File: src/rtl/quad_capture_counter.sv
module quad_capture_counter #(
  parameter int CNT_W = 32,
  parameter int DWELL = 20
) (
  input  logic             clk,
  input  logic             rst_n,
  input  logic             enc_a,
  input  logic             enc_b,
  input  logic             idx_n,
  input  logic             home_n,
  input  logic             cap_sel,
  input  logic             rearm,
  output logic [CNT_W-1:0] position,
  output logic [CNT_W-1:0] cap_value,
  output logic             cap_valid,
  output logic             cap_pulse,
  output logic             jump_err
);
  localparam int DW = $clog2(DWELL + 1);
  localparam logic [DW-1:0] FULL = DW'(DWELL - 1);

  logic [1:0] ab_s1, ab_s2, ab_c, ab_f;
  logic [DW-1:0] ab_n;
  logic primed;
  logic [1:0] lv_s1, lv_s2, lv_c, lv_f, lv_take, lv_fall;
  logic [DW-1:0] lv_n [2];

  always_ff @(posedge clk or negedge rst_n)
    if (!rst_n) begin
      ab_s1 <= 2'b11; ab_s2 <= 2'b11;
      lv_s1 <= 2'b11; lv_s2 <= 2'b11;
    end else begin
      ab_s1 <= {enc_a, enc_b}; ab_s2 <= ab_s1;
      lv_s1 <= {home_n, idx_n}; lv_s2 <= lv_s1;
    end

  logic ab_take;
  assign ab_take = (ab_n == FULL) && (ab_s2 == ab_c) && (!primed || ab_c != ab_f);

  always_ff @(posedge clk or negedge rst_n)
    if (!rst_n) begin
      ab_c <= 2'b11; ab_f <= 2'b11; ab_n <= '0; primed <= 1'b0;
    end else begin
      ab_c <= ab_s2;
      if (ab_s2 != ab_c) ab_n <= '0;
      else if (ab_n != FULL) ab_n <= ab_n + 1'b1;
      if (ab_take) begin
        ab_f <= ab_c;
        primed <= 1'b1;
      end
    end

  always_comb
    for (int k = 0; k < 2; k++) begin
      lv_take[k] = (lv_n[k] == FULL) && (lv_s2[k] == lv_c[k]) && (lv_c[k] != lv_f[k]);
      lv_fall[k] = lv_take[k] && !lv_c[k];
    end

  always_ff @(posedge clk or negedge rst_n)
    if (!rst_n) begin
      lv_c <= 2'b11; lv_f <= 2'b11;
      for (int k = 0; k < 2; k++) lv_n[k] <= '0;
    end else begin
      lv_c <= lv_s2;
      for (int k = 0; k < 2; k++) begin
        if (lv_s2[k] != lv_c[k]) lv_n[k] <= '0;
        else if (lv_n[k] != FULL) lv_n[k] <= lv_n[k] + 1'b1;
        if (lv_take[k]) lv_f[k] <= lv_c[k];
      end
    end

  logic [1:0] ph_old, ph_new, ph_d;
  logic step_fwd, step_rev, step_jump;
  logic [CNT_W-1:0] pos_nxt;

  assign ph_old    = {ab_f[0], ab_f[1] ^ ab_f[0]};
  assign ph_new    = {ab_c[0], ab_c[1] ^ ab_c[0]};
  assign ph_d      = ph_new - ph_old;
  assign step_fwd  = ab_take && primed && ph_d == 2'd1;
  assign step_rev  = ab_take && primed && ph_d == 2'd3;
  assign step_jump = ab_take && primed && ph_d == 2'd2;
  assign pos_nxt   = position + {{(CNT_W-1){step_rev}}, step_fwd | step_rev};

  logic idx_ev, home_ev, cap_take;
  assign idx_ev   = !cap_sel && (step_fwd || step_rev) && ab_c == 2'b00 && !lv_f[0];
  assign home_ev  = cap_sel && lv_fall[1];
  assign cap_take = (idx_ev || home_ev) && (!cap_valid || rearm);

  always_ff @(posedge clk or negedge rst_n)
    if (!rst_n) begin
      position  <= '0;
      jump_err  <= 1'b0;
      cap_value <= '0;
      cap_valid <= 1'b0;
      cap_pulse <= 1'b0;
    end else begin
      position  <= pos_nxt;
      if (step_jump) jump_err <= 1'b1;
      cap_pulse <= cap_take;
      if (cap_take) begin
        cap_value <= pos_nxt;
        cap_valid <= 1'b1;
      end else if (rearm) cap_valid <= 1'b0;
    end

  a_r2_unit_step: assert property (@(posedge clk) disable iff (!rst_n)
    !$stable(position) |-> (position - $past(position) == 1 || $past(position) - position == 1));

  a_r4_jump_holds: assert property (@(posedge clk) disable iff (!rst_n)
    step_jump |=> ($stable(position) && jump_err));

  a_r4_err_sticky: assert property (@(posedge clk) disable iff (!rst_n)
    jump_err |=> jump_err);

  a_r8_frozen: assert property (@(posedge clk) disable iff (!rst_n)
    (cap_valid && !rearm) |=> (cap_valid && $stable(cap_value)));

  a_r9_pulse_valid: assert property (@(posedge clk) disable iff (!rst_n)
    cap_pulse |-> cap_valid);

  a_r6_index_high_quiet: assert property (@(posedge clk) disable iff (!rst_n)
    (!cap_sel && lv_f[0] && !cap_valid) |=> !cap_pulse);
endmodule

File: config.mk
export PLATFORM = sky130hd
export DESIGN_NAME = quad_capture_counter
export DESIGN_NICKNAME = d
export VERILOG_FILES = /design/src/rtl/quad_capture_counter.sv
export SDC_FILE = /design/constraint.sdc
export NUM_CORES = 1
export LEC_CHECK = 0
export ABC_CLOCK_PERIOD_IN_PS = 9300
export BUFFER_PORTS_ARGS = -buffer_cell sky130_fd_sc_hd__buf_2
export CAP_MARGIN = 10
export CORE_ASPECT_RATIO = 1.5
export CORE_UTILIZATION = 60
export CTS_CLUSTER_DIAMETER = 80
export DETAILED_ROUTE_END_ITERATION = 10
export PLACE_DENSITY = 0.83
export SLEW_MARGIN = 20
export SYNTH_ARGS = -nofsm -noshare
export SYNTH_HDL_FRONTEND = slang
export SYNTH_SLANG_ARGS = --single-unit
File: constraint.sdc
create_clock -name clk -period 9.3 [get_ports clk]
set_input_delay 0.465 -clock clk [delete_from_list [all_inputs] [get_ports clk]]
set_output_delay 0.465 -clock clk [all_outputs]
set_load 0.01 [all_outputs]
[Word-level counts from Yosys, hierarchy flattened]
Cells that the tools add are included.
Operators by class
  $add $sub $neg: 5
  equal/unequal tests: 18
  muxes and demuxes: 8
  bitwise operators: 3
  reductions and logical operators: 30
Operators by type and width (number)
  32-bit adder: 1
  5-bit 2-to-1 mux: 6
  1-bit logical AND: 16
  5-bit by 1-bit adder with 5-bit output (second input constant): 3
  5-bit equality test (second input constant): 3
  5-bit inequality test (second input constant): 3
  2-bit nonzero test: 4
  1-bit zero test: 5
  2-bit equality test (second input constant): 2
  1-bit logical OR: 4
  1-bit inequality test: 4
  2-bit inequality test: 2
  1-bit equality test: 2
  2-bit by 1-bit equality test with 1-bit output (second input constant): 1
  2-bit equality test: 1
  2-bit zero test: 1
  1-bit 2-to-1 mux: 2
  2-bit subtractor: 1
  1-bit XOR: 2
  1-bit OR: 1
Storage, ports and cells
  register bits after elaboration: 99
  bits of input ports: 8
  output and inout bits: 67

[Longest topological paths before layout]
  word-level depth: 12
  depth in mapped cells: 16

[Worst setup path before layout]
OpenSTA, ideal clock, no wires.
  path type: reg2reg
  start point: register ab_c[0]
  end point: register cap_value[31]
  setup time: 125 ps
  arrival: 5331 ps
  required time: 9175 ps
  path slack: 3844 ps
  stages on the path, launching flop included: 15
  buffers on the path: 0
  clock period less this slack: 5456 ps
  path through: dfstp_2 > inv_1 > ha_1 > inv_1 > ha_1 > xor2_1 > nor3_1 > ha_1 > a21o_1 > a21oi_1 > or3b_1 > o221a_1 > a41o_1 > xnor2_2 > mux2_2
RTL lines
  start: declaration: RTL line 22  | logic [1:0] ab_s1, ab_s2, ab_c, ab_f;
  start signal: assignment: RTL line 44  | ab_c <= ab_s2;
  parallel branches: the longest is 6 deep, another holds 2-bit subtractor
  32-bit adder *: RTL line 82  | assign pos_nxt = position + {{(CNT_W-1){step_rev}}, step_fwd | step_rev};
  named net pos_nxt[31]: RTL line 74  | logic [CNT_W-1:0] pos_nxt;
  end signal: assignment: RTL line 101  | cap_value <= pos_nxt;
  end: declaration: RTL line 14  | output logic [CNT_W-1:0] cap_value,
Mark *: on every way through the listed nets, which the timed path passes.
A chain may end at the register's enable or synchronous reset.

[Worst setup path in the final report]
  start point: register ab_c[0]
  end point: register cap_value[20]
The elaborated chain is that of the path after synthesis.

==> flow_metrics.py <==
metrics = {
    "power_and_ir_drop": {
        "power.leakage_nw": 3.25,
        "internal_power_summed_over_all_cells_mw": 0.668,
        "power.share.clock_pct": 44.2,
        "seq_power_share_pct": 52.3,
        "power.switching_mw": 0.188,
        "swShare_pct": 21.9,
        "fin_total_pwr_mw": 0.856,
        "peakVddDrop_uv": 121,
        "power_frac_comb_pct": 3.6,
        "power_density_nw_per_um2": 138,
    },
    "setup_path": {
        "critical_path.reg2reg.startpoint": "ab_c[0]",
        "r2r-end": "cap_value[20]",
        "start_kind": "flop",
        "crit_fanout": 32,
        "worst_ep_arrival_time_ns": 4.48,
        "critPathLaunch": "ab_c[0]",
        "crit_path_end_kind": "flop",
        "reg2regPathDepth": 15,
        "criticalPathCategory": "flop to flop",
        "r2r_setup_slack_ns": 5.06,
        "worstPathRequired_ns": 9.53,
    },
    "finish": {
        "num-nets-final": 603,
        "antenna-diode-count": 0,
        "area_used_by_multi_input_combinational_logic_um2": 2790,
        "finalNonFillerCells": 673,
        "layout_fillers": 636,
        "layout.area.seq_um2": 2500,
        "post_route_cells_drive_above_1_share_pct": 29.7,
        "synthToLayoutAreaGrowth_pct": 14.3,
    },
    "logic_synthesis": {
        "synthesis.area_per_instance_um2": 11.2,
        "synth.net_count": 529,
        "synth_cells": 484,
        "netlist_top_cells_count": "dfrtp_1, nor2_1, ha_1",
        "synth_top_area_share_pct": 38.4,
        "synth.largest_area_cell": "dfrtp_1",
        "yosysWarningCount": 0,
        "synth.top_cells.by_area": "dfrtp_1, ha_1, dfstp_2",
        "share_of_flip_flops_with_an_asynchronous_set_or_reset_pct": 100,
        "yosysMostFrequentCell": "dfrtp_1",
        "yosys.cell_types.count": 71,
        "synth_seq_area_share_pct": 46.2,
        "synth_area_um2": 5410,
        "ys_dominant_reg_cell": "dfrtp_1",
        "number_of_flops_mapped_to_enable_cells_by_yosys": 0,
        "ys_seq_elements": 99,
    },
    "clock_network": {
        "holdBufCountCts": 0,
        "cts_htree_levels": 3,
        "max-clock-path-buffers": 2,
        "post_cts_resize_count": 0,
        "cts_root_buffer": "clkbuf_16",
        "tritoncts_clock_tree": "yes",
        "post-cts-setup-buffer-count": 0,
        "clk_latency_ns": 0.35,
        "cts_inserted_buffers": 9,
        "clkTransAtPathRegs_ns": 0.07,
        "tritoncts_num_sinks": 99,
    },
    "global_route": {
        "overflow": 0,
        "first_pass_grt_wire_length_mm": 19.6,
        "first_global_vias": 4237,
        "grt_start_max_net_pins": 61,
        "antenna_found_initial": 0,
        "global_route.usage.total_pct": 27.1,
    },
    "die": {
        "rows": 42,
        "die_area_um2": 9410,
        "start_util_pct": 61.6,
        "chipWidth_um": 79.5,
        "boundaryPins": 75,
        "core-area_um2": 8780,
        "fp.dieH_um": 118,
    },
    "route": {
        "wire_per_inst_um": 17.9,
        "viasPerCell": 6.10,
        "route.antenna.remaining_nets": 0,
        "drt_pre_antenna_iters": 4,
        "drt-total-wl_mm": 12.0,
        "initialDrtViolationCount": 176,
        "via_count": 4106,
        "post_route_drc_violation_count": 0,
    },
    "min_path": {
        "hold_path.class": "primary input to async pin",
    },
    "flow_run": {
        "maxCapViolCount": 0,
    },
    "placement": {
        "portBuffers": 74,
        "half_perimeter_wire_length_of_the_detailed_placement_result_mm": 8.94,
        "routabilityCongestion": 0.928,
        "dp.cells": 656,
    },
    "sta": {
        "achievable-frequency_mhz": 236,
        "timing.final.max_slew_violations": 0,
        "worst_pin_slew_ns": 0.815,
        "hold_slack_ns": 0.0865,
        "timing_hold_violations_final": 0,
        "worst_clock_skew_ns": 0.00693,
        "slew_headroom_pct": 44.9,
        "layout_worst_path_cycle_share_pct": 45.6,
        "rsz0062_at_grt": "no",
        "fin_crit_period_ns": 4.24,
        "timing.setup.tns_ns": 0,
        "setup_viol": 0,
    },
    "outcome": {
        "status": "finished clean",
    },
}
-- cells in the final DEF (no fill, tap or decap), types with 4 or more instances in the layout --
cell type,count
and3_1,5
mux2_2,29
clkbuf_16,9
nand2_1,26
mux2i_1,4
a21oi_1,35
dfstp_2,16
nor3_1,5
buf_2,73
nand4_1,8
xor2_1,21
nand3_1,9
nor2_1,39
dfrtp_1,83
ha_1,36
xnor2_1,25
a21o_1,12
inv_1,11
o21ai_0,24
-- registers in the layout, summed over array words and instances, names as in the netlist, 5 cells and up --
register and flops:
lv_n 10, cap_value 32, position 32, ab_n 5
-- per-layer routing --
layer	global-route usage [%]	vias to the layer above	wire length (um)
met2	48.4	116	6410
met4	14.4	0	470
met5	0	-	0
li1	-	1910	-
met1	30.0	2039	4730
met3	4.25	41	415
-- critical path, cell delays in order, from the launching register on --
cell	delay (ns)
dfstp_2	0.57
inv_1	0.06
ha_1	0.29
inv_1	0.05
ha_1	0.19
xor2_1	0.18
nor3_2	0.19
buf_4	0.40
ha_1	0.40
and3_1	0.25
a221oi_2	0.36
o2bb2ai_1	0.21
o21ai_1	0.38
o21bai_1	0.15
xor2_1	0.17
mux2_2	0.28
-- logic make-up after synthesis --
family | Yosys count | synth area share (%)
adder cells (fa/ha/maj) | 37 | 8.70
XOR/XNOR | 47 | 7.75
buffers and inverters | 25 | 2.41
flip-flops | 99 | 46.2
AND/OR/NAND/NOR | 123 | 12.3
multiplexers | 38 | 7.96
AO/OA/AOI/OAI | 115 | 14.7
-- how the worst max path moves through the flow --
stage | to | cells after the start | slack (ns)
finish | cap_value[20] | 15 | 5.06
global route | cap_value[20] | 15 | 4.86
CTS | cap_value[20] | 15 | 5.08
detailed placement | cap_value[20] | 15 | 5.13
global placement | cap_value[31] | 15 | 5.28
floorplan | cap_value[31] | 14 | 3.84
-- power by group through the flow --
stage / Combinational, mW / Sequential (mW) / Clock [mW]
6_report: 0.0305 / 0.447 / 0.378
5_1_grt: 0.0348 / 0.448 / 0.400
4_1_cts: 0.0317 / 0.447 / 0.385
3_5_place_dp: 0.0311 / 0.455 / 0
3_3_place_gp: 0.0281 / 0.454 / 0
2_1_floorplan: 0.0159 / 0.454 / 0
-- final cells by class --
class | count | share of cell area [%]
clock inverters | 5 | 1.01
clock buffers | 11 | 3.93
inverters | 11 | 0.668
well taps | 110 | 2.23
multi-input cells | 360 | 45.1
flip-flops and latches | 99 | 40.4
repair buffers | 77 | 6.72
-- metrics by stage --
step | worst slack [ns] | area (um2) | utilization, %
2_1_floorplan | 3.84 | 5410 | -
3_3_place_gp | 5.28 | 5850 | 66.7
3_5_place_dp | 5.13 | 5850 | 66.7
4_1_cts | 5.08 | 6160 | 70.1
5_1_grt | 4.86 | 6180 | 70.5
6_report | 5.06 | 6180 | 70.5
Power figures use the tool's default switching activity.
